===== src/rtl/ftoi_pkg.sv =====
package ftoi_pkg;
  typedef enum logic [2:0] {
    FC_ZERO = 3'd0,
    FC_NUM  = 3'd1,
    FC_INF  = 3'd2,
    FC_QNAN = 3'd3,
    FC_SNAN = 3'd4
  } fclass_e;
endpackage


===== src/rtl/ftoi_align.sv =====
// Moves the integer part of the mantissa into the low W bits and reports discarded bits.
module ftoi_align #(
  parameter int W      = 32,
  parameter int MANT_W = 48,
  parameter int EXP_W  = 12
) (
  input  logic [MANT_W-1:0] mant,
  input  logic [EXP_W-1:0]  exp_in,
  output logic [W-1:0]      mag,
  output logic              lost,
  output logic              big_exp
);
  localparam int TOP = MANT_W - 1;

  function automatic logic [MANT_W-1:0] low_mask(input int sh);
    logic [MANT_W-1:0] mk;
    for (int i = 0; i < MANT_W; i++) mk[i] = (i < sh);
    return mk;
  endfunction

  function automatic logic [MANT_W-1:0] shift_down(input logic [MANT_W-1:0] m, input int sh);
    return m >> sh;
  endfunction

  int e;
  int sh;
  logic [MANT_W-1:0] wide;

  always_comb begin
    e       = int'($signed(exp_in));
    sh      = 0;
    wide    = '0;
    mag     = '0;
    lost    = 1'b0;
    big_exp = (e >= W);
    if (e < 0) begin
      lost = |mant;
    end else if (e < W) begin
      sh   = TOP - e;
      wide = shift_down(mant, sh);
      mag  = wide[W-1:0];
      lost = |(mant & low_mask(sh));
    end
  end
endmodule


===== src/rtl/ftoi_range.sv =====
// Decides overflow: non-finite class, large exponent, or sign-dependent magnitude limit.
module ftoi_range #(
  parameter int W = 32
) (
  input  ftoi_pkg::fclass_e cls,
  input  logic              sign,
  input  logic              big_exp,
  input  logic [W-1:0]      mag,
  output logic              ovf
);
  import ftoi_pkg::*;

  function automatic logic mag_too_big(input logic [W-1:0] m, input logic s);
    logic [W:0] limit;
    limit = {2'b01, {(W-1){1'b0}}} + {{W{1'b0}}, s};
    return ({1'b0, m} >= limit);
  endfunction

  always_comb begin
    case (cls)
      FC_ZERO: ovf = 1'b0;
      FC_NUM:  ovf = big_exp || mag_too_big(mag, sign);
      default: ovf = 1'b1;
    endcase
  end
endmodule


===== src/rtl/ftoi_result.sv =====
// Forms the signed result and the two flags.
module ftoi_result #(
  parameter int W = 32
) (
  input  ftoi_pkg::fclass_e cls,
  input  logic              sign,
  input  logic              ovf,
  input  logic [W-1:0]      mag,
  input  logic              lost,
  input  logic              sticky,
  output logic [W-1:0]      res,
  output logic              inexact,
  output logic              invalid
);
  import ftoi_pkg::*;

  localparam logic [W-1:0] MAX_POS = {1'b0, {(W-1){1'b1}}};

  function automatic logic [W-1:0] apply_sign(input logic [W-1:0] m, input logic s);
    return s ? (~m + 1'b1) : m;
  endfunction

  always_comb begin
    res     = '0;
    inexact = 1'b0;
    invalid = 1'b0;
    if (ovf) begin
      res     = MAX_POS + {{(W-1){1'b0}}, sign};
      invalid = 1'b1;
    end else if (cls == FC_NUM) begin
      res     = apply_sign(mag, sign);
      inexact = lost | sticky;
    end
  end
endmodule


===== src/rtl/ftoi_trunc.sv =====
module ftoi_trunc #(
  parameter int W      = 32,
  parameter int MANT_W = 48,
  parameter int EXP_W  = 12
) (
  input  logic              clk,
  input  logic              rst_n,
  input  logic              in_valid,
  input  logic [2:0]        in_class,
  input  logic              in_sign,
  input  logic [EXP_W-1:0]  in_exp,
  input  logic [MANT_W-1:0] in_mant,
  input  logic              in_sticky,
  output logic              out_valid,
  output logic [W-1:0]      out_int,
  output logic              out_inexact,
  output logic              out_invalid
);
  import ftoi_pkg::*;

  fclass_e        w_cls;
  logic [W-1:0]   w_mag;
  logic           w_lost;
  logic           w_big;
  logic           w_ovf;
  logic [W-1:0]   w_res;
  logic           w_nx;
  logic           w_nv;

  assign w_cls = fclass_e'(in_class);

  ftoi_align #(.W(W), .MANT_W(MANT_W), .EXP_W(EXP_W)) u_align (
    .mant(in_mant), .exp_in(in_exp), .mag(w_mag), .lost(w_lost), .big_exp(w_big)
  );

  ftoi_range #(.W(W)) u_range (
    .cls(w_cls), .sign(in_sign), .big_exp(w_big), .mag(w_mag), .ovf(w_ovf)
  );

  ftoi_result #(.W(W)) u_result (
    .cls(w_cls), .sign(in_sign), .ovf(w_ovf), .mag(w_mag), .lost(w_lost),
    .sticky(in_sticky), .res(w_res), .inexact(w_nx), .invalid(w_nv)
  );

  always_ff @(posedge clk or negedge rst_n) begin
    if (!rst_n) begin
      out_valid   <= 1'b0;
      out_int     <= '0;
      out_inexact <= 1'b0;
      out_invalid <= 1'b0;
    end else begin
      out_valid <= in_valid;
      if (in_valid) begin
        out_int     <= w_res;
        out_inexact <= w_nx;
        out_invalid <= w_nv;
      end
    end
  end
endmodule


===== config.mk =====
export PLATFORM = sky130hd
export DESIGN_NAME = ftoi_trunc
export DESIGN_NICKNAME = d
export VERILOG_FILES = /design/src/rtl/ftoi_pkg.sv /design/src/rtl/ftoi_align.sv /design/src/rtl/ftoi_range.sv /design/src/rtl/ftoi_result.sv /design/src/rtl/ftoi_trunc.sv
export SDC_FILE = /design/constraint.sdc
export NUM_CORES = 1
export LEC_CHECK = 0
export CORE_MARGIN = 5
export CORE_UTILIZATION = 58
export CTS_CLUSTER_DIAMETER = 30
export DETAILED_ROUTE_END_ITERATION = 8
export PLACE_DENSITY = 0.83
export SLEW_MARGIN = 40
export SYNTH_ARGS = -nofsm -noshare
export SYNTH_HDL_FRONTEND = slang
export SYNTH_SLANG_ARGS = --single-unit

===== constraint.sdc =====
create_clock -name clk -period 0.9 [get_ports clk]
set_input_delay 0.18 -clock clk [delete_from_list [all_inputs] [get_ports clk]]
set_output_delay 0.18 -clock clk [all_outputs]
set_load 0.01 [all_outputs]

==> results of run 1 <==
[Yosys cell counts, types with 4 or more instances]
master,instances
sky130_fd_sc_hd__mux4_2,44
sky130_fd_sc_hd__nor4_1,13
sky130_fd_sc_hd__or3_1,9
sky130_fd_sc_hd__nor2_1,90
sky130_fd_sc_hd__a21o_1,6
sky130_fd_sc_hd__o21ai_0,73
sky130_fd_sc_hd__o221ai_1,4
sky130_fd_sc_hd__xor2_1,12
sky130_fd_sc_hd__a21oi_1,56
sky130_fd_sc_hd__nand3_1,32
sky130_fd_sc_hd__o211ai_1,7
sky130_fd_sc_hd__and4_1,4
sky130_fd_sc_hd__ha_1,6
sky130_fd_sc_hd__clkbuf_1,41
sky130_fd_sc_hd__buf_6,9
sky130_fd_sc_hd__buf_2,25
sky130_fd_sc_hd__and3_1,6
sky130_fd_sc_hd__inv_1,17
sky130_fd_sc_hd__or2_2,7
sky130_fd_sc_hd__a311oi_1,6
sky130_fd_sc_hd__mux2i_1,65
sky130_fd_sc_hd__a211oi_1,11
sky130_fd_sc_hd__a22oi_1,11
sky130_fd_sc_hd__nand4_1,4
sky130_fd_sc_hd__o31ai_1,19
sky130_fd_sc_hd__nor3_1,37
sky130_fd_sc_hd__o41ai_1,10
sky130_fd_sc_hd__o22ai_1,14
sky130_fd_sc_hd__o21a_1,27
sky130_fd_sc_hd__dfrtp_1,35
sky130_fd_sc_hd__o2111ai_1,7
sky130_fd_sc_hd__xnor2_1,15
sky130_fd_sc_hd__and2_1,5
sky130_fd_sc_hd__a22o_1,5
sky130_fd_sc_hd__or4_1,9
sky130_fd_sc_hd__a31o_2,5
sky130_fd_sc_hd__nor2b_1,13
sky130_fd_sc_hd__mux2_2,24
sky130_fd_sc_hd__nand2b_1,14
sky130_fd_sc_hd__a41oi_1,7
sky130_fd_sc_hd__mux4_1,4
sky130_fd_sc_hd__a31oi_1,15
sky130_fd_sc_hd__nand2_1,83
sky130_fd_sc_hd__a32oi_1,6
sky130_fd_sc_hd__buf_1,8
[cells by family after synthesis]
logic type	share of synthesized area
compound gates	0.2977
xor+xnor	0.03028
fa+ha+maj	0.01089
buf+inv	0.06921
flops	0.1121
mux	0.2597
simple gates	0.2201
[stage by stage]
stage / worst slack (ns) / util / instance area (sq um)
floorplan: -2.743 / - / 8058
global placement: -3.133 / 0.9064 / 12000
detailed placement: -3.492 / 0.9064 / 12000
==> results, run 1 <==
- The synthesized design spends more area on one cell type than any other, namely sky130_fd_sc_hd__mux4_2.
- Routability-driven placement finished with a final weighted congestion of 1.246.
- Once detailed placement completed, the half-perimeter wirelength came to 34,890 um.
- In the synthesized netlist the dominant register cell turns out to be sky130_fd_sc_hd__dfrtp_1.
- The count of H-tree levels built during CTS is 2.
- During synthesis, Yosys emitted a total of 0 warnings.
- The number of hold buffers added after CTS was 0.
- Once the clock tree was built, the resizer swapped 579 gates to a different size.
- The share of Yosys cell area claimed by the top area cell type is 0.1269.
- Clock tree synthesis found a total of 35 sinks.
- The count of buffers added on input and output ports is 102.
- The initial utilization of the core area, before any placement, comes to 0.5898.
- The library cell used as clock root buffer is sky130_fd_sc_hd__clkbuf_16.
- The tool reported: "[ERROR DPL-0038] Utilization greater than 100%, impossible to legalize".
- The mapped netlist covers 7810 sq um.
- The number of placed instances, taps included, is 1,606.
- The I/O pin total is 103.
- The share of synthesized area occupied by flip-flops and latches is 0.1121.
- The async set-or-reset flop fraction in the synthesized netlist is 1.000.
- Yosys attributes the largest share of cell area to sky130_fd_sc_hd__mux4_2, sky130_fd_sc_hd__dfrtp_1, sky130_fd_sc_hd__mux2i_1.
- The post-synthesis area per instance is 7.873 sq um.
- The run stopped with a tool error.
- The synthesized design contains 35 register bits.
- Synthesis instantiated 88 different standard cells from the library.
- The setup fix buffers added after clock tree synthesis is 97.
- The die height is 126.0 um.
- The synthesized netlist cell count is 992.
- The number of flops mapped to enable cells by yosys is 0.
- The number of CTS-inserted buffers is 5.
- The maximum clock path buffer count is 2.
- The halt point of the flow is 4_1_cts.
- The post-synth net total is 1,066.
- In this run the horizontal extent of the chip is 126.0 um.
- The floorplan has 42 rows.
==> inputs of run 2 (changes only) <==
--- a/config.mk
+++ b/config.mk
@@ -6,10 +6,9 @@
 export NUM_CORES = 1
 export LEC_CHECK = 0
 export CORE_MARGIN = 5
-export CORE_UTILIZATION = 58
-export CTS_CLUSTER_DIAMETER = 30
+export CORE_UTILIZATION = 40
 export DETAILED_ROUTE_END_ITERATION = 8
-export PLACE_DENSITY = 0.83
+export PLACE_DENSITY_LB_ADDON = 0.15
 export SLEW_MARGIN = 40
 export SYNTH_ARGS = -nofsm -noshare
 export SYNTH_HDL_FRONTEND = slang
==> results, run 2 <==
- In this run the critical register-to-register path is launched from out_int[26].
- Headroom to the max-slew limit came out at 0.4265.
- Leaving out fill and tap cells, the most frequent cells in the layout are sky130_fd_sc_hd__buf_4, sky130_fd_sc_hd__nor2_1, sky130_fd_sc_hd__nand2_1, sky130_fd_sc_hd__buf_6, sky130_fd_sc_hd__mux4_2.
- Of the synthesized area, sequential elements account for 0.1121.
- The setup path with the least slack is of type in2reg.
- The global-route wire length before repair is 65,780 um.
- The share of Yosys cell area claimed by the top area cell type is 0.1269.
- The placeable core area is 19,330 sq um.
- Using the TritonRoute via totals, the vias-per-cell ratio works out to 6.350.
- The critical path goes through clkdlybuf4s15_1 -> mux2_4 -> mux4_2 -> nor2_1 -> a2111oi_4 -> o2111ai_1 -> buf_4 -> buf_4 -> nand3_2 -> buf_4 -> nand4b_1 -> o41ai_1 -> xor2_1 -> o21ai_2 -> o21a_1.
- The pre-antenna-repair detailed-routing pass consisted of 7 iterations.
- The count of buffers inserted at the top-level ports is 102.
- The largest clock skew in the final design is 0 ns.
- In the final layout, the share of cells above drive strength 1 is 0.5619.
- Clock tree synthesis inserted a total of 5 buffers.
- The register with the most flip-flops in the layout has 32 of them.
- The first-iteration detailed-routing DRC count is 1,305.
- The final-layout setup total negative slack is -89.83 ns.
- Counting flops per register, the top entry is out_int.
- The number of global-route vias before repair is 11,150.
- The library cell used as clock root buffer is sky130_fd_sc_hd__clkbuf_16.
- The number of cells on the worst reg-to-reg path is 4.
- Synthesis inferred 35 register bits.
- The repair_antennas step left the layout with diodes totalling 0.
- The CTS sink count is 35.
- The largest driver fanout on the critical path is 5.
- The detailed-route wire length per cell is 24.71 um.
- Synthesis produced a netlist whose cell count is 992.
- The commonest cells after synthesis are sky130_fd_sc_hd__nor2_1, sky130_fd_sc_hd__nand2_1, sky130_fd_sc_hd__o21ai_0, sky130_fd_sc_hd__mux2i_1, sky130_fd_sc_hd__a21oi_1.
- Once layout is done, the placed cells without fillers occupy 14,580 sq um.
- The total track usage is 0.3804.
- The final-report max-slew violation count came to 0.
- The completed layout was analyzed and its total power is 11.72 mW.
- The number of endpoints with negative hold slack in the final report is 0.
- STA puts the critical path data arrival time at 3.75 ns.
- The area enclosed by the die boundary is 22,420 sq um.
- The path class of the tightest hold or removal check is in2async.
- After layout, the minimum clock period comes to 3.568 ns.
- 103 I/O pins were placed.
- The placed wire-length estimate is 33,340 um.
- The power density over the cells is 803.9 nW/um^2.
- The final reports fail on negative setup slack.
- In this design, the stage delay of the slowest critical-path cell is 0.54 ns.
- The async set-or-reset flop fraction in the synthesized netlist is 1.000.
- STA classifies the critical path endpoint as a register.
- The finished layout holds 1,831 standard cells, fillers aside.
- Setup repair after global routing could not meet its margin everywhere.
- The pin count of the biggest net entering global routing is 36.
- The count of unresolved DRC violations after routing is 0.
- The initial antenna violation count is 1.
- The horizontal extent of the die is 149.7 um.
- The cell with the largest stage delay on the worst path is sky130_fd_sc_hd__mux4_2.
- The final route contains 11,630 vias.
- The total placed cells including tap cells is 1,710.
- Leaving out fill and tap cells, the most frequent cell in the layout is sky130_fd_sc_hd__buf_4.
- Relative to the synthesized area, the layout overhead comes to 86.74%.
- Once routing completed, OpenROAD measured the worst setup slack at -2.668 ns.
- From bottom edge to top edge, the die measures 149.7 um.
- Ranked by total cell area, the synthesized netlist is headed by sky130_fd_sc_hd__mux4_2, sky130_fd_sc_hd__dfrtp_1, sky130_fd_sc_hd__mux2i_1.
- At the end of the flow, the number of nets in the layout was 1,639.
- Counting every net in the synthesized netlist gives 1,066.
- The tightest hold margin is 0.3793 ns.
- The register-to-register path setup slack is -0.10 ns.
- The number of antenna-violating nets in the routed design is 0.
- The measured slew at the worst slew-check pin is 0.8545 ns.
- Of the available clock period, the critical path in the final layout requires 3.964.
- The most frequent cell after synthesis is sky130_fd_sc_hd__nor2_1.
- After detailed placement, the total cell area comes to 12,290 sq um.
- The total setup violations reported at the end of the flow is 69.
- Once layout is complete, the utilization of the core stands at 0.7543.
- The run finished, with violations left.
- During synthesis, Yosys emitted a total of 0 warnings.
- The analysis attributes to cell leakage a power of 6.403 nW.
- For this run the aggregate overflow at the end of global routing stands at 0.
- The required arrival time at the worst endpoint is 1.08 ns.
- Based on the critical path, the design can be clocked at up to 0.2803 GHz.
- The largest area contributor in the synthesized netlist is sky130_fd_sc_hd__mux4_2.
- Among the stages of the critical path, the cell type that occurs most often is sky130_fd_sc_hd__buf_4.
- The row count is 51.
- For this configuration, the core starts out at a cell density of 0.4039.
- The post-placement worst setup slack is -3.480 ns.
- The netlist uses 88 different library cells.
- A synthesized cell averages 7.873 sq um.
- Across the run, the number of max-cap violations was 0.
- The cell area that synthesis handed to floorplanning was 7810 sq um.
- The clock tree from TritonCTS is done.
- The maximum clock path buffer count is 2.
- The detailed-route wire length is 45,240 um.
- The number of flops mapped to enable cells by yosys is 0.
- The weighted congestion reported at the end of routability-driven placement is 1.043.
- The worst vdd rail ir drop is 963.0 uV.
- The clock slew seen by the registers of the worst setup and hold paths is 0.06 ns.
- CTS built an H-tree with a depth of 2.
- The worst register-to-register path ends at out_int[26].
- The clock latency reported for the late side of the worst-skew pair is 0.29 ns.
- STA classifies the critical path startpoint as an input pin.
- The most frequently used flop master after synthesis is sky130_fd_sc_hd__dfrtp_1.
==> run 2: cell counts after synthesis <==
Identical to the previous run, type by type.
==> run 2: cell families (layout without fill, tap and decap cells) <==
logic type	Yosys count	in the layout	synth area share
compound gates	335	335	0.2977
xor+xnor	27	27	0.03028
fa+ha+maj	7	7	0.01089
buf+inv	107	681	0.06921
flops	35	35	0.1121
mux	138	138	0.2597
simple gates	343	343	0.2201
==> run 2: critical path: cells and delay by family <==
family                    cells  cell delay (ns)
AOI/OAI and AO/OA             5             0.93
xor gates and xnor gates      1             0.34
buffers and inverters         4             0.76
muxes                         2             0.86
and+or+nand+nor               3             0.67
==> run 2: layout make-up <==
| cell class | instances | area (sq um) |
|---|---|---|
| inverter | 20 | 90.09 |
| clock buffer | 5 | 125.1 |
| clock inverter | 3 | 43.79 |
| fill | 1429 | 4751 |
| tap | 265 | 331.6 |
| sequential | 35 | 875.8 |
| timing repair buffer | 653 | 5532 |
| multi-input combinational | 850 | 7586 |
==> run 2: layer usage <==
metal / share of wire / GRT usage / wire length (um) / vias to the layer above
li1: - / - / - / 5067
met1: 0.39 / 0.5143 / 17830 / 5595
met2: 0.45 / 0.6143 / 20550 / 798
met3: 0.11 / 0.07299 / 4878 / 164
met4: 0.044 / 0.1235 / 1976 / 2
met5: 0.00040 / 0 / 18 / -
==> run 2: timing repair <==
| item | CTS | global route |
|---|---|---|
| endpoints found under the setup margin | 69 | 69 |
| setup buffers | 71 | 37 |
| hold endpoints to repair | 35 | 0 |
| gates resized for setup | 493 | 106 |
| cloned | 7 | 3 |
| hold buffers | 1 | 0 |
| pin swaps | 58 | 50 |
==> run 2: worst max path at each step <==
stage	from	end	slack, ns
after detailed placement	in_exp[6]	out_int[18]	-3.48
after global routing	in_mant[34]	out_int[23]	-2.72
final	in_mant[39]	out_int[23]	-2.67
after CTS	in_exp[2]	out_int[29]	-2.60
after global placement	in_exp[6]	out_int[18]	-3.49
after floorplan	in_exp[0]	out_int[29]	-2.74
==> run 2: where the power goes <==
| group | total, mW | switching [mW] | internal, mW |
|---|---|---|---|
| logic | 7.80 | 3.86 | 3.94 |
| clock network | 2.08 | 0.772 | 1.31 |
| registers | 1.84 | 0.0980 | 1.74 |
(Power assumes the default switching activity.)
